==> src/rtl/sirq_pkg.sv <==
package sirq_pkg;

    localparam int NUM_SLOTS = 21;
    localparam int NUM_IRQ   = 16;
    localparam int NUM_PCI   = 4;
    localparam int SLOT_W    = $clog2(NUM_SLOTS + 1);

    // Slot positions whose meaning other logic decodes
    localparam int SMI_SLOT  = 2;
    localparam int CHK_SLOT  = 16;
    localparam int PCI_SLOT0 = 17;

    // Stop pulse lengths that pick the operating mode
    localparam int QUIET_LEN = 2;
    localparam int CONT_LEN  = 3;

    typedef enum logic [2:0] {
        FS_WAIT_HIGH,
        FS_IDLE,
        FS_START,
        FS_DATA,
        FS_STOP
    } frame_state_e;

    typedef enum logic {
        MODE_QUIET = 1'b0,
        MODE_CONT  = 1'b1
    } line_mode_e;

    typedef struct packed {
        logic              valid;
        logic [SLOT_W-1:0] slot;
        logic              level_n;
    } slot_sample_t;

    // An IRQ line takes a serial level only when its slot is honoured
    function automatic logic irq_slot_live(input int irq);
        return !(irq == 0 || irq == 2 || irq == 8 || irq == 13 || irq == 14);
    endfunction

    // Zero-based slot index for an IRQ number that has a slot
    function automatic int irq_to_slot(input int irq);
        return irq;
    endfunction

endpackage

==> src/rtl/sirq_framer.sv <==
module sirq_framer
    import sirq_pkg::*;
#(
    parameter int FRAME_CLKS   = 3,
    parameter int FIRST_SAMPLE = 2,
    parameter int START_MIN    = 4,
    parameter int START_MAX    = 8
) (
    input  logic         clk,
    input  logic         rst,
    input  logic         line_n,
    output slot_sample_t smp,
    output line_mode_e   mode
);

    localparam int PH_W     = $clog2(FRAME_CLKS);
    localparam int LOW_W    = $clog2(START_MAX + 1);
    localparam int LAST_PH  = FRAME_CLKS - 1;
    localparam int ENTRY_PH = (FRAME_CLKS - FIRST_SAMPLE + 1) % FRAME_CLKS;

    frame_state_e      state;
    logic [LOW_W-1:0]  low_cnt;
    logic [PH_W-1:0]   phase;
    logic [SLOT_W-1:0] slot;

    always_comb begin
        smp.valid   = (state == FS_DATA) && (phase == '0);
        smp.slot    = slot;
        smp.level_n = line_n;
    end

    always_ff @(posedge clk) begin
        if (rst) begin
            state   <= FS_WAIT_HIGH;
            low_cnt <= '0;
            phase   <= '0;
            slot    <= '0;
            mode    <= MODE_CONT;
        end else begin
            case (state)
                FS_WAIT_HIGH: begin
                    if (line_n) state <= FS_IDLE;
                end
                FS_IDLE: begin
                    if (!line_n) begin
                        state   <= FS_START;
                        low_cnt <= LOW_W'(1);
                    end
                end
                FS_START: begin
                    if (!line_n) begin
                        if (low_cnt == LOW_W'(START_MAX)) state <= FS_WAIT_HIGH;
                        else low_cnt <= low_cnt + 1'b1;
                    end else if (low_cnt >= LOW_W'(START_MIN)) begin
                        state <= FS_DATA;
                        phase <= PH_W'(ENTRY_PH);
                        slot  <= '0;
                    end else begin
                        state <= FS_IDLE;
                    end
                end
                FS_DATA: begin
                    if (phase == PH_W'(LAST_PH)) phase <= '0;
                    else phase <= phase + 1'b1;
                    if (phase == '0) slot <= slot + 1'b1;
                    if (phase == PH_W'(LAST_PH) && slot == SLOT_W'(NUM_SLOTS)) begin
                        state   <= FS_STOP;
                        low_cnt <= '0;
                    end
                end
                FS_STOP: begin
                    if (!line_n) begin
                        // A long low run after the data frames is a fresh start
                        if (low_cnt == LOW_W'(START_MIN - 1)) state <= FS_START;
                        low_cnt <= low_cnt + 1'b1;
                    end else if (low_cnt != '0) begin
                        if (low_cnt == LOW_W'(QUIET_LEN)) mode <= MODE_QUIET;
                        else if (low_cnt == LOW_W'(CONT_LEN)) mode <= MODE_CONT;
                        state <= FS_IDLE;
                    end
                end
                default: state <= FS_WAIT_HIGH;
            endcase
        end
    end

endmodule

==> src/rtl/sirq_slot_bank.sv <==
module sirq_slot_bank
    import sirq_pkg::*;
(
    input  logic               clk,
    input  logic               rst,
    input  slot_sample_t       smp,
    output logic [NUM_IRQ-1:0] irq_lvl_n,
    output logic [NUM_PCI-1:0] pci_lvl_n
);

    for (genvar i = 0; i < NUM_IRQ; i++) begin : g_irq
        if (irq_slot_live(i)) begin : g_live
            logic lvl_q;
            always_ff @(posedge clk) begin
                if (rst) lvl_q <= 1'b1;
                else if (smp.valid && smp.slot == SLOT_W'(irq_to_slot(i)))
                    lvl_q <= smp.level_n;
            end
            assign irq_lvl_n[i] = lvl_q;
        end else begin : g_dead
            // Source exists only on chip; the serial slot never reaches it
            assign irq_lvl_n[i] = 1'b1;
        end
    end

    for (genvar j = 0; j < NUM_PCI; j++) begin : g_pci
        logic lvl_q;
        always_ff @(posedge clk) begin
            if (rst) lvl_q <= 1'b1;
            else if (smp.valid && smp.slot == SLOT_W'(PCI_SLOT0 + j))
                lvl_q <= smp.level_n;
        end
        assign pci_lvl_n[j] = lvl_q;
    end

endmodule

==> src/rtl/sirq_event_unit.sv <==
module sirq_event_unit
    import sirq_pkg::*;
(
    input  logic         clk,
    input  logic         rst,
    input  slot_sample_t smp,
    input  logic         sts_clr,
    output logic         smi_req,
    output logic         smi_sts,
    output logic         chk_evt
);

    logic smi_hit;
    logic chk_hit;

    assign smi_hit = smp.valid && (smp.slot == SLOT_W'(SMI_SLOT)) && !smp.level_n;
    assign chk_hit = smp.valid && (smp.slot == SLOT_W'(CHK_SLOT)) && !smp.level_n;

    always_ff @(posedge clk) begin
        if (rst) begin
            smi_req <= 1'b0;
            smi_sts <= 1'b0;
            chk_evt <= 1'b0;
        end else begin
            smi_req <= smi_hit;
            chk_evt <= chk_hit;
            if (smi_hit) smi_sts <= 1'b1;
            else if (sts_clr) smi_sts <= 1'b0;
        end
    end

endmodule

==> src/rtl/sirq_merge.sv <==
module sirq_merge
    import sirq_pkg::*;
(
    input  logic [NUM_IRQ-1:0] ser_irq_n,
    input  logic [NUM_IRQ-1:0] int_irq_n,
    input  logic [NUM_PCI-1:0] ser_pci_n,
    input  logic [NUM_PCI-1:0] int_pci_n,
    output logic [NUM_IRQ-1:0] irq_n,
    output logic [NUM_PCI-1:0] pci_n
);

    always_comb begin
        irq_n = ser_irq_n & int_irq_n;
        pci_n = ser_pci_n & int_pci_n;
    end

endmodule

==> src/rtl/sirq_decoder.sv <==
module sirq_decoder
    import sirq_pkg::*;
#(
    parameter int FRAME_CLKS   = 3,
    parameter int FIRST_SAMPLE = 2,
    parameter int START_MIN    = 4,
    parameter int START_MAX    = 8
) (
    input  logic        clk,
    input  logic        rst,
    input  logic        serirq_n,
    input  logic [15:0] int_irq_n,
    input  logic [3:0]  int_pci_n,
    input  logic        smi_sts_clr,
    output logic [15:0] irq_n,
    output logic [3:0]  pci_int_n,
    output logic        kbd_irq1_n,
    output logic        kbd_irq12_n,
    output logic        smi_req,
    output logic        smi_sts,
    output logic        iochk_evt,
    output logic        cont_mode
);

    slot_sample_t       smp;
    line_mode_e         mode;
    logic [NUM_IRQ-1:0] irq_lvl_n;
    logic [NUM_PCI-1:0] pci_lvl_n;

    sirq_framer #(
        .FRAME_CLKS  (FRAME_CLKS),
        .FIRST_SAMPLE(FIRST_SAMPLE),
        .START_MIN   (START_MIN),
        .START_MAX   (START_MAX)
    ) u_framer (
        .clk   (clk),
        .rst   (rst),
        .line_n(serirq_n),
        .smp   (smp),
        .mode  (mode)
    );

    sirq_slot_bank u_bank (
        .clk      (clk),
        .rst      (rst),
        .smp      (smp),
        .irq_lvl_n(irq_lvl_n),
        .pci_lvl_n(pci_lvl_n)
    );

    sirq_event_unit u_events (
        .clk    (clk),
        .rst    (rst),
        .smp    (smp),
        .sts_clr(smi_sts_clr),
        .smi_req(smi_req),
        .smi_sts(smi_sts),
        .chk_evt(iochk_evt)
    );

    sirq_merge u_merge (
        .ser_irq_n(irq_lvl_n),
        .int_irq_n(int_irq_n),
        .ser_pci_n(pci_lvl_n),
        .int_pci_n(int_pci_n),
        .irq_n    (irq_n),
        .pci_n    (pci_int_n)
    );

    assign kbd_irq1_n  = irq_lvl_n[1];
    assign kbd_irq12_n = irq_lvl_n[12];
    assign cont_mode   = (mode == MODE_CONT);

endmodule

==> config.mk <==
export PLATFORM = sky130hd
export DESIGN_NAME = sirq_decoder
export DESIGN_NICKNAME = d
export VERILOG_FILES = /design/src/rtl/sirq_pkg.sv /design/src/rtl/sirq_framer.sv /design/src/rtl/sirq_slot_bank.sv /design/src/rtl/sirq_event_unit.sv /design/src/rtl/sirq_merge.sv /design/src/rtl/sirq_decoder.sv
export SDC_FILE = /design/constraint.sdc
export NUM_CORES = 1
export LEC_CHECK = 0
export BUFFER_PORTS_ARGS = -buffer_cell sky130_fd_sc_hd__buf_4
export CAP_MARGIN = 20
export CORE_MARGIN = 3
export CORE_UTILIZATION = 45
export DETAILED_ROUTE_END_ITERATION = 8
export PLACE_DENSITY = 0.67
export SKIP_CTS_REPAIR_TIMING = 1
export SYNTH_ARGS = -nofsm -noshare
export SYNTH_HDL_FRONTEND = slang
export SYNTH_HIERARCHICAL = 1
export SYNTH_SLANG_ARGS = --single-unit
==> constraint.sdc <==
create_clock -name clk -period 4.7 [get_ports clk]
set_input_delay 0.94 -clock clk [delete_from_list [all_inputs] [get_ports clk]]
set_output_delay 0.94 -clock clk [all_outputs]
set_load 0.1 [all_outputs]
==> out/metrics.yaml, run 1 <==
cts_inserted_buffers: 5
cp.arrival_ps: 2640
clock_power_share_pct: 28.2
place_area_um2: 2380
antenna_left: 0
max_slew_margin_pct: 37.6
grt_pass1_vias: 1462
initial_utilization_pct: 47.8
vias: 1715
finClkSkew_ps: 9.01
yosysUniqueCellTypes: 58
cts_tree: "done"
port_buffers: 49
critPathKind: "reg2reg"
ir_worst_vdd_mv: 0.181
comb_power_share_pct: 28.0
wire_per_inst_um: 12.3
setup_violations: 0
p_sw_share_pct: 35.7
cellLeakagePower_nw: 1.05
cp_max_fo: 10
ys_seq_area_share_pct: 30.9
critPathCaptureType: "flop"
fin_crit_sh_pct: 51.7
root_buffer: "clkbuf_8"
fin_nets: 309
async_flop_share_pct: 0
avgSynthCellArea_um2: 8.53
rsz0062_at_grt: "false"
grt_use_total_pct: 15.4
drv_cap: 0
antenna_found_initial: 0
row_count: 24
p_switching_w: 0.000255
hold_ws_ps: 509
firstDrtPassIters: 4
hold_violations: 0
ys.flop_type: "dfxtp_1"
grt_overflow: 0
hold_path.class: "reg2reg"
required_ps: 4910
io-pin-count: 50
yosys_register_bits: 33
p_seq_share_pct: 43.9
syn_area_um2: 2140
cts.htree.levels: 2
vias_per_cell: 5.15
power.total_w: 0.000714
setup_tns_ps: 0
clk_pin_slew_ps: 70
drtIter0Drc: 79
routed_wl_um: 4090
gp_congestion: 0.817
startpoint_type: "flop"
syn_inst: 251
period_minus_slack_ps: 2430
synth-edff-count: 0
dieArea_um2: 5620
drive_gt1_share_pct: 24.9
antenna_cells: 0
ys.warnings.count: 6
max_clock_freq_ghz: 0.411
clockBufferDepth: 2
power_density_nw_per_um2: 290
core-area_um2: 4470
cts.sinks: 33
worstMarginPinSlew_ps: 933
fin_area_um2: 2460
clock_latency_ps: 280
remaining_drc_errors: 0
dp_hpwl_um: 2950
grt_pass1_wl_um: 6690
drv_slew: 0
p_int_w: 0.000459
status: "finished clean"
die_w_um: 75.0
grt_max_degree: 31
dieHeight_um: 75.0
syn_to_final_growth_pct: 15.1
-- cell type report --
| type | instances | area, um2 |
|---|---|---|
| clock buffer | 6 | 72.6 |
| clock inverter | 2 | 10.0 |
| fill | 422 | 2010 |
| inverter | 10 | 37.5 |
| multi-input combinational | 181 | 1250 |
| sequential | 33 | 661 |
| tap | 52 | 65.1 |
| timing repair buffer | 49 | 368 |
-- routing by layer --
metal,wire [um],up-vias,global-route usage (%)
li1,-,912,-
met1,1920,767,19.9
met2,1930,31,25.0
met3,196,5,4.14
met4,46,0,4.74
met5,0,-,0
-- through the flow --
stage	worst slack, ps	utilization [%]	std cells
2_1_floorplan	2090	-	255
3_5_place_dp	2320	53.2	325
6_report	2270	55.1	333
3_3_place_gp	2350	53.2	325
4_1_cts	2280	55.1	333
5_1_grt	2020	55.1	333
-- power by group through the flow --
stage	combinational, W	clock (W)	sequential, W
after global routing	0.000215	0.000219	0.000316
after floorplan	0.000179	0	0.000300
after CTS	0.000201	0.000210	0.000313
final	0.000200	0.000201	0.000313
after detailed placement	0.000200	0	0.000319
after global placement	0.000199	0	0.000319
-- state kept, by name, indices dropped and copies added (netlist names) --
signal	count
u_bank/g_irq.g_live.lvl_q	11
u_framer/slot	5
u_bank/g_pci.lvl_q	4
u_framer/low_cnt	4
u_framer/state	3
u_framer/phase	2
u_events/chk_evt	1
u_events/smi_req	1
u_events/smi_sts	1
u_framer/mode	1
-- layout by cell type (no fill, tap or decap), types with 6 or more instances in the layout --
cell,n
nor2_1,21
mux2i_1,17
buf_4,49
nand2b_1,6
inv_1,9
and2_1,22
nand3_1,9
dfxtp_1,33
nand2_1,17
a21oi_1,11
-- cell usage after synthesis (3+ instances only) --
cell	number	area [um2]
and3_1	3	18.8
o21ai_1	3	15.0
dfxtp_1	33	661
nand3_1	9	45.0
and2_1	22	138
a21oi_1	11	55.1
nand2b_1	6	37.5
clkbuf_1	3	11.3
nor2b_1	4	25.0
buf_4	22	165
nor3b_1	3	22.5
nor2_1	21	78.8
nand2_1	17	63.8
ha_1	5	62.6
mux2i_1	17	170
inv_1	9	33.8
buf_2	5	25.0
nor3_1	5	25.0
-- cell families after synthesis --
logic type               Yosys count  share of synthesized area, %
adder cells (fa/ha/maj)            6                          3.39
other                              1                         0.175
AO/OA/AOI/OAI                     35                          12.6
flip-flops                        33                          30.9
multiplexers                      18                          8.47
AND/OR/NAND/NOR                  115                          32.3
buffers and inverters             41                          11.4
XOR/XNOR                           2                         0.818
-- path summary, 6_finish.rpt --
| kind | from | to | slack [ps] | cells past startpoint |
|---|---|---|---|---|
| worst max-delay path | u_framer/state[1] | u_bank/g_irq[12].g_live.lvl_q | 2270 | 7 |
| worst min-delay path | u_bank/g_irq[15].g_live.lvl_q | u_bank/g_irq[15].g_live.lvl_q | 510 | 2 |
| worst max register to register | u_framer/state[1] | u_bank/g_irq[12].g_live.lvl_q | 2270 | 7 |
| worst min register to register | u_bank/g_irq[15].g_live.lvl_q | u_bank/g_irq[15].g_live.lvl_q | 510 | 2 |
-- critical path, cell delays in order, from the launching register on --
cell and delay [ps]:
dfxtp_1 510, nor2b_1 520, and2_1 250, nand2_1 80, inv_1 150, or3b_1 380
nor3_1 230, mux2i_1 220
No activity file was read; power rests on OpenSTA's default activity.
==> inputs of run 2 (changes only) <==
clock period = 2.42 ns   (was 4.7 ns; I/O delays follow)
==> out/metrics.yaml, run 2 (synthesis results as in run 1) <==
drtIter0Drc: 71  # -10%
grt_overflow: 0  # unchanged
antenna_found_initial: 0  # unchanged
hold_path.class: "in2reg"
cellLeakagePower_nw: 1.08  # +2.5%
critPathKind: "reg2reg"
setup_violations: 0  # unchanged
syn_to_final_growth_pct: 16.9
cts.sinks: 33  # unchanged
row_count: 24  # unchanged
wire_per_inst_um: 12.3  # about the same
cp.arrival_ps: 2250  # -390 ps
dieHeight_um: 75.0  # unchanged
finalNonFillerCells: 338  # +1.5%
dp.cells: 330  # +1.5%
initial_utilization_pct: 47.8  # unchanged
dieArea_um2: 5620  # unchanged
cp_slowest_cell: "dfxtp_1"
die_w_um: 75.0  # unchanged
cts_tree: "done"
cp_max_fo: 10  # unchanged
top_regs: "u_bank/g_irq.g_live.lvl_q (11), u_framer/slot (5)"
final_common_cell: "buf_4"
grt_pass1_wl_um: 6860  # +2.6%
antenna_cells: 0  # unchanged
grt_use_total_pct: 15.6  # +0.15 points
max_clock_freq_ghz: 0.490  # +19%
fin_crit_sh_pct: 84.4  # +33 points
critPathCaptureType: "flop"
finClkSkew_ps: 8.36  # -0.649 ps
power_density_nw_per_um2: 561  # +93%
required_ps: 2630  # -2280 ps
remaining_drc_errors: 0  # unchanged
rsz0062_at_grt: "false"
period_minus_slack_ps: 2040  # -389 ps
hold_violations: 0  # unchanged
firstDrtPassIters: 4  # unchanged
antenna_left: 0  # unchanged
clk_pin_slew_ps: 70  # about the same
root_buffer: "clkbuf_8"
mostFrequentLayoutCells: "buf_4 (54), dfxtp_1 (33), and2_1 (22), nor2_1 (21)"
drv_cap: 0  # unchanged
status: "finished clean"
gp_congestion: 0.779  # -4.6%
cts.htree.levels: 2  # unchanged
clockBufferDepth: 2  # unchanged
max_stage_delay_ps: 500  # -20 ps
dp_hpwl_um: 3050  # +3.3%
vias: 1772  # +3.3%
cts_inserted_buffers: 5  # unchanged
largest_reg_flops: 11  # unchanged
fin_nets: 314  # +1.6%
grt_pass1_vias: 1523  # +4.2%
io-pin-count: 50  # unchanged
ir_worst_vdd_mv: 0.352  # +95%
vias_per_cell: 5.24  # +1.8%
drv_slew: 0  # unchanged
setup_tns_ps: 0  # unchanged
top_register: "u_bank/g_irq.g_live.lvl_q"
port_buffers: 49  # unchanged
routed_wl_um: 4150  # +1.5%
core-area_um2: 4470  # unchanged
startpoint_type: "flop"
drive_gt1_share_pct: 26.2  # +1.3 points
crit_path_cell_trace: "nor2b_1 > and2_1 > nand2_1 > inv_1 > or3b_1 > nor3_1 > mux2i_1"
grt_max_degree: 31  # unchanged
clock_latency_ps: 280  # about the same
-- run 2: layer usage --
layer	global-route usage (%)	wire, um	vias to the layer above
li1	-	-	924
met2	24.9	1960	41
met3	3.74	225	5
met5	0	0	-
met4	4.74	30	0
met1	20.8	1930	802
-- run 2: metrics by stage --
step / total power (W) / worst slack, ps / hold WS [ps] / area, um2 / util (%)
2_1_floorplan: 0.000929 / 529 / 472 / 2160 / -
5_1_grt: 0.00147 / 167 / 476 / 2500 / 55.9
3_3_place_gp: 0.00102 / 469 / 474 / 2420 / 54.1
4_1_cts: 0.00142 / 381 / 465 / 2500 / 55.9
3_5_place_dp: 0.00102 / 411 / 483 / 2420 / 54.1
6_report: 0.00140 / 378 / 474 / 2500 / 55.9
-- run 2: worst max-delay path, delay by kind of cell, from the launching register on --
family | cells | cell delay (ps)
multiplexers | 1 | 200
buffers and inverters | 1 | 160
flip-flops | 1 | 500
AND/OR/NAND/NOR | 5 | 1120
-- run 2: final cells by class --
cell class	instances	area, um2
Fill cell	428	1970
Multi-Input combinational cell	181	1250
Sequential cell	33	661
Timing Repair Buffer	54	405
Clock buffer	6	72.6
Tap cell	52	65.1
Inverter	10	37.5
Clock inverter	2	10.0
-- run 2: power breakdown --
part / internal, W / switching (W)
Sequential: 0.000560 / 0.0000272
Clock: 0.000199 / 0.000192
Combinational: 0.000145 / 0.000279
Total: 0.000904 / 0.000498
-- run 2: worst paths after layout --
path / from / to / slack (ps) / depth (start not counted)
setup / recovery: u_framer/state[1] / u_bank/g_irq[4].g_live.lvl_q / 380 / 7
hold / removal: smi_sts_clr / u_events/smi_sts / 470 / 3
setup reg to reg: u_framer/state[1] / u_bank/g_irq[4].g_live.lvl_q / 380 / 7
hold reg to reg: u_framer/slot[1] / u_framer/slot[1] / 490 / 2
